File: src/rtl/evtirq_pkg.sv
`timescale 1ns/1ps
package evtirq_pkg;
  localparam int NUM_IRQ   = 5;
  localparam int IDX_WARN  = 0;
  localparam int IDX_WAKE  = 1;
  localparam int IDX_SLEEP = 2;
  localparam int IDX_OVF   = 3;
  localparam int IDX_TSTP  = 4;
  // bits that latch and clear on status read
  localparam logic [NUM_IRQ-1:0] RD_CLR_MASK = 5'b11000;
endpackage

File: src/rtl/evtirq_timer.sv
`timescale 1ns/1ps
module evtirq_timer #(
  parameter int TMR_W = 16,
  parameter int PSC_W = 8
) (
  input  logic             clk_i,
  input  logic             rst_ni,
  input  logic [PSC_W-1:0] presc_i,
  output logic [TMR_W-1:0] timer_o,
  output logic             wrap_o
);
  logic [PSC_W-1:0] psc_q;
  logic [TMR_W-1:0] tmr_q;
  logic             tick;

  assign tick = (psc_q >= presc_i);

  always_ff @(posedge clk_i or negedge rst_ni) begin
    if (!rst_ni) begin
      psc_q <= '0;
      tmr_q <= '0;
    end else begin
      psc_q <= tick ? '0 : psc_q + 1'b1;
      if (tick) tmr_q <= tmr_q + 1'b1;
    end
  end

  assign timer_o = tmr_q;
  assign wrap_o  = tick && (&tmr_q);

  a_r1_hold: assert property (@(posedge clk_i) disable iff (!rst_ni)
    !tick |=> $stable(tmr_q));
  a_r1_wrap: assert property (@(posedge clk_i) disable iff (!rst_ni)
    (tick && (&tmr_q)) |=> (tmr_q == '0));
endmodule

File: src/rtl/evtirq_capture.sv
`timescale 1ns/1ps
module evtirq_capture #(
  parameter int TMR_W = 16
) (
  input  logic             clk_i,
  input  logic             rst_ni,
  input  logic             sof_i,
  input  logic             eof_i,
  input  logic             sel_eof_i,
  input  logic [TMR_W-1:0] timer_i,
  output logic [TMR_W-1:0] stamp_o,
  output logic             cap_o
);
  logic [TMR_W-1:0] stamp_q;

  assign cap_o = sel_eof_i ? eof_i : sof_i;

  always_ff @(posedge clk_i or negedge rst_ni) begin
    if (!rst_ni)    stamp_q <= '0;
    else if (cap_o) stamp_q <= timer_i;
  end

  assign stamp_o = stamp_q;

  a_r3_capture: assert property (@(posedge clk_i) disable iff (!rst_ni)
    cap_o |=> (stamp_q == $past(timer_i)));
  a_r3_hold: assert property (@(posedge clk_i) disable iff (!rst_ni)
    !cap_o |=> $stable(stamp_q));
endmodule

File: src/rtl/evtirq_cond.sv
`timescale 1ns/1ps
module evtirq_cond #(
  parameter int ERR_W    = 9,
  parameter int WARN_LIM = 96
) (
  input  logic             clk_i,
  input  logic             rst_ni,
  input  logic [ERR_W-1:0] tec_i,
  input  logic [ERR_W-1:0] rec_i,
  input  logic             err_active_i,
  input  logic             lp_req_i,
  input  logic             tx_pend_i,
  input  logic             wakeup_i,
  input  logic             bus_sync_i,
  output logic             warn_o,
  output logic             sleep_o,
  output logic             wake_o
);
  localparam logic [ERR_W-1:0] LIM = ERR_W'(WARN_LIM);

  logic warn_q, sleep_q, wake_q, armed_q;

  always_ff @(posedge clk_i or negedge rst_ni) begin
    if (!rst_ni) begin
      warn_q  <= 1'b0;
      sleep_q <= 1'b0;
      wake_q  <= 1'b0;
      armed_q <= 1'b0;
    end else begin
      warn_q  <= err_active_i && ((tec_i > LIM) || (rec_i > LIM));
      sleep_q <= lp_req_i && !tx_pend_i;
      // wake needs wakeup first, then bus sync; a new low-power request drops it
      if (lp_req_i)        armed_q <= 1'b0;
      else if (wakeup_i)   armed_q <= 1'b1;
      else if (bus_sync_i) armed_q <= 1'b0;
      if (lp_req_i)                    wake_q <= 1'b0;
      else if (bus_sync_i && armed_q)  wake_q <= 1'b1;
    end
  end

  assign warn_o  = warn_q;
  assign sleep_o = sleep_q;
  assign wake_o  = wake_q;

  a_r5_warn_off: assert property (@(posedge clk_i) disable iff (!rst_ni)
    !err_active_i |=> !warn_q);
  a_r6_sleep_off: assert property (@(posedge clk_i) disable iff (!rst_ni)
    tx_pend_i |=> !sleep_q);
  a_r7_wake_clr: assert property (@(posedge clk_i) disable iff (!rst_ni)
    lp_req_i |=> !wake_q);
endmodule

File: src/rtl/evtirq_mask.sv
`timescale 1ns/1ps
module evtirq_mask #(
  parameter int N = 5
) (
  input  logic         clk_i,
  input  logic         rst_ni,
  input  logic [N-1:0] set_i,
  input  logic [N-1:0] clr_i,
  output logic [N-1:0] mask_o
);
  logic [N-1:0] mask_q;

  always_ff @(posedge clk_i or negedge rst_ni) begin
    if (!rst_ni) mask_q <= '0;
    else         mask_q <= (mask_q | set_i) & ~clr_i;
  end

  assign mask_o = mask_q;

  a_r8_clr_wins: assert property (@(posedge clk_i) disable iff (!rst_ni)
    (|clr_i) |=> ((mask_q & $past(clr_i)) == '0));
endmodule

File: src/rtl/evtirq_status.sv
`timescale 1ns/1ps
module evtirq_status
  import evtirq_pkg::*;
#(
  parameter int TMR_W    = 16,
  parameter int PSC_W    = 8,
  parameter int ERR_W    = 9,
  parameter int WARN_LIM = 96
) (
  input  logic               clk_i,
  input  logic               rst_ni,
  input  logic [PSC_W-1:0]   presc_i,
  input  logic               sof_i,
  input  logic               eof_i,
  input  logic               ts_on_eof_i,
  input  logic [ERR_W-1:0]   tec_i,
  input  logic [ERR_W-1:0]   rec_i,
  input  logic               err_active_i,
  input  logic               lp_req_i,
  input  logic               tx_pend_i,
  input  logic               wakeup_i,
  input  logic               bus_sync_i,
  input  logic               stat_rd_i,
  input  logic [NUM_IRQ-1:0] imr_set_i,
  input  logic [NUM_IRQ-1:0] imr_clr_i,
  output logic [NUM_IRQ-1:0] status_o,
  output logic [TMR_W-1:0]   timestamp_o,
  output logic [TMR_W-1:0]   timer_o,
  output logic [NUM_IRQ-1:0] imr_o,
  output logic               irq_o
);
  logic               wrap, cap;
  logic               warn, sleep, wake;
  logic [NUM_IRQ-1:0] src;
  logic [NUM_IRQ-1:0] stat;

  evtirq_timer #(.TMR_W(TMR_W), .PSC_W(PSC_W)) u_timer (
    .clk_i, .rst_ni, .presc_i, .timer_o, .wrap_o(wrap)
  );

  evtirq_capture #(.TMR_W(TMR_W)) u_capture (
    .clk_i, .rst_ni, .sof_i, .eof_i, .sel_eof_i(ts_on_eof_i),
    .timer_i(timer_o), .stamp_o(timestamp_o), .cap_o(cap)
  );

  evtirq_cond #(.ERR_W(ERR_W), .WARN_LIM(WARN_LIM)) u_cond (
    .clk_i, .rst_ni, .tec_i, .rec_i, .err_active_i, .lp_req_i, .tx_pend_i,
    .wakeup_i, .bus_sync_i, .warn_o(warn), .sleep_o(sleep), .wake_o(wake)
  );

  evtirq_mask #(.N(NUM_IRQ)) u_mask (
    .clk_i, .rst_ni, .set_i(imr_set_i), .clr_i(imr_clr_i), .mask_o(imr_o)
  );

  always_comb begin
    src            = '0;
    src[IDX_WARN]  = warn;
    src[IDX_WAKE]  = wake;
    src[IDX_SLEEP] = sleep;
    src[IDX_OVF]   = wrap;
    src[IDX_TSTP]  = cap;
  end

  for (genvar i = 0; i < NUM_IRQ; i++) begin : g_stat
    if (RD_CLR_MASK[i]) begin : g_sticky
      logic flag_q;
      // a new event in the read cycle keeps the bit set
      always_ff @(posedge clk_i or negedge rst_ni) begin
        if (!rst_ni) flag_q <= 1'b0;
        else         flag_q <= src[i] | (flag_q & ~stat_rd_i);
      end
      assign stat[i] = flag_q;
    end else begin : g_level
      assign stat[i] = src[i];
    end
  end

  assign status_o = stat;
  assign irq_o    = |(stat & imr_o);

  a_r2_ovf_set: assert property (@(posedge clk_i) disable iff (!rst_ni)
    wrap |=> status_o[IDX_OVF]);
  a_r3_tstp_set: assert property (@(posedge clk_i) disable iff (!rst_ni)
    cap |=> status_o[IDX_TSTP]);
  a_r4_rd_clear: assert property (@(posedge clk_i) disable iff (!rst_ni)
    (stat_rd_i && !wrap && !cap) |=> (status_o[IDX_OVF] == 1'b0 && status_o[IDX_TSTP] == 1'b0));
endmodule

File: config.mk
export PLATFORM = sky130hd
export DESIGN_NAME = evtirq_status
export DESIGN_NICKNAME = d
export VERILOG_FILES = /design/src/rtl/evtirq_pkg.sv /design/src/rtl/evtirq_timer.sv /design/src/rtl/evtirq_capture.sv /design/src/rtl/evtirq_cond.sv /design/src/rtl/evtirq_mask.sv /design/src/rtl/evtirq_status.sv
export SDC_FILE = /design/constraint.sdc
export NUM_CORES = 1
export LEC_CHECK = 0
export BUFFER_PORTS_ARGS = -buffer_cell sky130_fd_sc_hd__buf_2
export CORE_UTILIZATION = 44
export DETAILED_ROUTE_END_ITERATION = 7
export MAX_ROUTING_LAYER = met4
export PLACE_DENSITY = 0.76
export SYNTH_ARGS = -nofsm -noshare
export SYNTH_HDL_FRONTEND = slang
export SYNTH_SLANG_ARGS = --single-unit
File: constraint.sdc
create_clock -name clk_i -period 1.92 [get_ports clk_i]
set_clock_uncertainty 0.15 [all_clocks]
set_input_delay 0.384 -clock clk_i [delete_from_list [all_inputs] [get_ports clk_i]]
set_output_delay 0.384 -clock clk_i [all_outputs]
set_load 0.05 [all_outputs]
# Yosys cells after proc, flatten, opt, wreduce, memory -nomap -nowiden
# Cells that the tools add are included.
dict set report totals {
  ff_bits 51
  out_inout_bits 43
  input_bits 47
  word_cells 41
}
dict set report op_classes {
  mux 7
  n_lt_le_gt_ge 3
  n_bitwise 9
  addsub 2
  n_reduce_logical 10
}
# operator n
set ops {}
lappend ops {{greater-than comparator 9 x 7 -> 1 bit, second input constant} 2}
lappend ops {{adder 16 x 1 -> 16 bit, second input constant} 1}
lappend ops {{AND reduction 16 bit} 1}
lappend ops {{AND 5 bit} 2}
lappend ops {{adder 8 x 1 -> 8 bit, second input constant} 1}
lappend ops {{greater-or-equal comparator 8 bit} 1}
lappend ops {{two-way mux 8 bit} 1}
lappend ops {{two-way mux 1 bit} 6}
lappend ops {{inverter 5 bit} 1}
lappend ops {{bitwise OR 5 bit} 1}
lappend ops {{OR reduction 5 bit} 1}
lappend ops {{logical AND 1 bit} 4}
lappend ops {{nonzero test 3 bit} 1}
lappend ops {{AND 1 bit} 2}
lappend ops {{bitwise OR 1 bit} 2}
lappend ops {{nonzero test 2 bit} 1}
lappend ops {{logical NOT 1 bit} 1}
lappend ops {{logical OR 1 bit} 1}
lappend ops {{inverter 1 bit} 1}

# Depth between registers and ports, before layout
dict set report depth {
  ltp_word 3
  ltp_mapped 8
  mapped_depth_nobuf 7
}

# Cells and area by module
# A second synthesis with hierarchy kept.
dict set report unflattened {
  cells_unflattened 198
  area_unflattened_um2 2476.1
}
# mod area_each_um2 seq_area_each_um2 instances cells_per_inst
set by_module_without_submodules {}
lappend by_module_without_submodules {evtirq_timer 1338.8 600.6 1 123}
lappend by_module_without_submodules {evtirq_capture 651.9 400.4 1 35}
lappend by_module_without_submodules {evtirq_cond 182.7 100.1 1 17}
lappend by_module_without_submodules {evtirq_mask 175.2 125.1 1 10}
lappend by_module_without_submodules {evtirq_status 127.6 50.0 1 13}

# Worst setup path before layout
# OpenSTA, ideal clock, no wires.
dict set report synth_timing {
  path_type {flip-flop to flip-flop}
  start {reg u_timer.psc_q[0]}
  end {reg g_stat[3].g_sticky.flag_q}
  required_time_ps 1649
  n_path_buf 1
  arrival_time_ps 1771
  path_slack_ps -122
  period_less_slack_ps 2042
  stages_incl_launch_ff 8
  setup_ps 121
  cell_sequence {dfrtp_1 inv_1 ha_1 nand2b_1 a2111o_1 a21o_1 buf_2 a22o_1}
}
dict set report synth_via {
  elab_chain_len 3
}
# item line
set synth_lines {}
lappend synth_lines {{from (decl)} evtirq_timer.sv:12} ;# logic [PSC_W-1:0] psc_q;
lappend synth_lines {{from (signal assigned)} evtirq_timer.sv:23} ;# psc_q <= tick ? '0 : psc_q + 1'b1;
lappend synth_lines {{greater-or-equal comparator 8 bit} evtirq_timer.sv:16} ;# assign tick = (psc_q >= presc_i);
lappend synth_lines {{logical AND 1 bit} evtirq_timer.sv:29} ;# assign wrap_o = tick && (&tmr_q);
lappend synth_lines {{bitwise OR 1 bit} evtirq_status.sv:70} ;# else flag_q <= src[i] | (flag_q & ~stat_rd_i);
lappend synth_lines {{to (signal assigned)} evtirq_status.sv:70}
lappend synth_lines {{to (decl)} evtirq_status.sv:66} ;# logic flag_q;
# Every way passes these cells.
# A chain may end at the register's enable or synchronous reset.

# Worst setup path in the final report
dict set report layout_timing {
  start {reg u_timer.psc_q[0]}
  end {reg u_timer.tmr_q[9], in the netlist u_timer.timer_o[9]}
}
dict set report layout_via {
  elab_chain_len 1
}
# item line
set layout_lines {}
lappend layout_lines {{greater-or-equal comparator 8 bit} evtirq_timer.sv:16}
lappend layout_lines {{to (signal assigned)} evtirq_timer.sv:24} ;# if (tick) tmr_q <= tmr_q + 1'b1;
lappend layout_lines {{to (decl)} evtirq_timer.sv:13} ;# logic [TMR_W-1:0] tmr_q;
# Every way passes these cells.

==> out/metrics.cfg <==
[flow_run]
max-cap-violations=0

[clock_network]
cts_root_buf=clkbuf_8
htreeDepth=2
cts_sinks=51
clock_latency_ns=0.30
clockBufferDepth=2
cts_buffers=5
cts_tree=yes
path_clk_slew_ns=0.09

[route]
dr.first_iter.drc_count=105
wl_per_cell_um=12.8
postRouteAntennaNets=0
first_pass_iters=4
routed_wl_um=5030
drc=0
via_per_inst=4.80
num_vias=1893

[pwr]
vdd_ir_drop_max_v=0.000940
combPwrFrac_pct=40.4
power_frac_seq_pct=40.6
power.leakage_nw=1.77
power.switching_mw=1.25
clockPowerShare_pct=18.9
swShare_pct=37.7
intPower_mw=2.07
power.density_nw_per_um2=1020

[sta]
worst_pin_slew_ns=0.475
max_freq_ghz=0.497
holdWs_ns=0.0728
period_needed_ns=2.01
maxSlewHeadroom_pct=68.3
setup_slack_ns=-0.0926
final_max_slew_viol_count=0
timing.final.crit_share_pct=105
finalSetupViolCount=13
rsz0062_at_grt=true
hold_viol=0

[place]
hpwlAfterDp_um=3730
numPortBuffers=89
place_ws_ns=-0.250
gp_congestion=0.763
placed_cell_area_um2=3000

[hold_path]
hp-start=imr_clr_i[4]
hold_depth=2
holdPathEnd=u_mask.mask_o[4]$_DFF_PN0_
hold_class=primary input to flip-flop

[setup_path]
cp.arrival_ns=2.09
worstRegToRegCells=8
start_kind=flip-flop
r2r_end=u_timer.timer_o[9]$_DFFE_PN0N_
cp_max_fo=6
cp.required_ns=2.00
reg2reg_setup_slack_ns=-0.09
critPathKind=flip-flop to flip-flop
worstReg2RegStart=u_timer.psc_q[0]$_DFF_PN0_
crit_path_end_kind=flip-flop

[logic_synthesis]
synth_area_leader_cell=dfrtp_1
yosys.area.top_type_share_pct=54.0
yosysWarnings=0
synth_nets=268
avgSynthCellArea_um2=11.2
netlist_area_um2=2360
ys_ff_latch=51
yosysSeqAreaShare_pct=54.0
synthTopCellsByArea=dfrtp_1, mux2_2, ha_1, xnor2_1, nor2_1
syn_inst=211
yosysUniqueCellTypes=32

[die]
fp-row-count=26
core_um2=5140
die_y_um=75.3
ios=90
start_util_pct=46.0
dieArea_um2=5670
die_x_um=75.3

[grt]
track_usage_pct=18.7
antenna_found_initial=0
overflow=0
grt_max_degree=32
grt_pass1_wl_um=7690
grt_pass1_vias=1760

[status]
violations=setup timing
run_status=finished, violations left

[layout]
antenna_cells=0
area_growth_pct=38.0
fin_nets=380
drive_gt1_share_pct=49.7
final_cell_mix=buf_2, dfrtp_1, buf_4
stdcell_area_um2=3260
final_common_cell=buf_2

## worst max-delay path by stage
stage	endpoint	cells past startpoint	slack [ns]	startpoint
floorplan	u_timer.timer_o[9]$_DFFE_PN0N_	8	-0.09	u_timer.psc_q[0]$_DFF_PN0_
global placement	u_timer.timer_o[6]$_DFFE_PN0N_	8	-0.22	presc_i[0]
detailed placement	u_timer.timer_o[5]$_DFFE_PN0N_	8	-0.25	presc_i[0]
CTS	u_timer.timer_o[5]$_DFFE_PN0N_	8	-0.1	u_timer.psc_q[0]$_DFF_PN0_
global route	u_timer.timer_o[9]$_DFFE_PN0N_	8	-0.16	u_timer.psc_q[0]$_DFF_PN0_
finish	u_timer.timer_o[9]$_DFFE_PN0N_	8	-0.09	u_timer.psc_q[0]$_DFF_PN0_
## critical path, stage by stage, from the launching register on
cell	delay (ns)
dfrtp_1	0.40
inv_2	0.07
ha_4	0.19
nand2b_4	0.13
a2111o_1	0.39
a21o_4	0.24
buf_6	0.15
nand4_1	0.10
xnor2_1	0.12
## flip-flops by register name, summed over array words and instances (netlist names)
signal,cells
g_stat.g_sticky.flag_q,2
u_capture.stamp_o,16
u_cond.armed_q,1
u_cond.sleep_o,1
u_cond.wake_o,1
u_cond.warn_o,1
u_mask.mask_o,5
u_timer.psc_q,8
u_timer.timer_o,16
## kinds of logic after synthesis
group	count (synthesis)	share of synthesized area, %
adders and majority gates	10	5.30
DFF	51	54.0
buffers and inverters	25	5.30
and+or+nand+nor	67	13.7
xor gates and xnor gates	21	7.79
muxes	17	8.21
AOI/OAI and AO/OA	20	5.67
## metrics by stage
| step | utilization (%) | setup TNS [ns] | cells | total power [mW] |
|---|---|---|---|---|
| 2_1_floorplan | - | -0.798 | 211 | 2.16 |
| 3_3_place_gp | 58.3 | -3.58 | 381 | 2.54 |
| 3_5_place_dp | 58.3 | -3.99 | 381 | 2.59 |
| 4_1_cts | 61.6 | -0.772 | 391 | 3.28 |
| 5_1_grt | 63.4 | -1.86 | 394 | 3.54 |
| 6_report | 63.4 | -0.696 | 394 | 3.32 |
## layer usage
layer	wire length [µm]	GRT usage [%]	share of wire [%]
met1	2270	23.9	45
met5	0	-	0
met2	2520	30.1	50
met3	202	4.15	4.0
met4	33	5.56	0.66
## cell usage after synthesis
library cell and n:
buf_2 4, o21ai_0 4, ha_1 10, nor2b_2 1, a2111o_1 1, nor2b_1 1, o211ai_1 2, a22o_1 1
a21o_1 1, nand3_2 1, a211oi_2 1, buf_6 1, buf_4 5, a31oi_1 1, xor2_1 9, inv_1 15
nand2_1 12, and3_1 4, nor4_1 1, nand2b_1 1, nand3_1 10, nor2_1 23, nand4_1 8, a222oi_1 1
a21oi_1 7, mux2i_2 1, xnor2_1 12, or4_1 2, a22oi_1 1, dfrtp_1 51, nor3_1 3, mux2_2 16
## power groups by stage
stage | Clock [mW] | Combinational [mW] | Sequential [mW]
2_1_floorplan | 0 | 0.485 | 1.67
3_3_place_gp | 0 | 1.18 | 1.36
3_5_place_dp | 0 | 1.21 | 1.37
4_1_cts | 0.653 | 1.28 | 1.35
5_1_grt | 0.695 | 1.48 | 1.37
6_report | 0.629 | 1.34 | 1.35
## final cells by class
type | count | area (µm²)
multi-input combinational | 135 | 1070
fill | 435 | 1880
sequential | 51 | 1280
clock buffer | 7 | 86.3
inverter | 15 | 56.3
tap | 70 | 87.6
timing repair buffer | 115 | 669
clock inverter | 1 | 8.76
## timing repair
action,CTS,global route
pin swaps,6,6
endpoints found under the setup margin,18,26
buffers inserted,1,3
hold endpoints to repair,20,0
gates resized for setup,12,15
hold buffers,1,0
No activity file was read; power rests on OpenSTA's default activity.
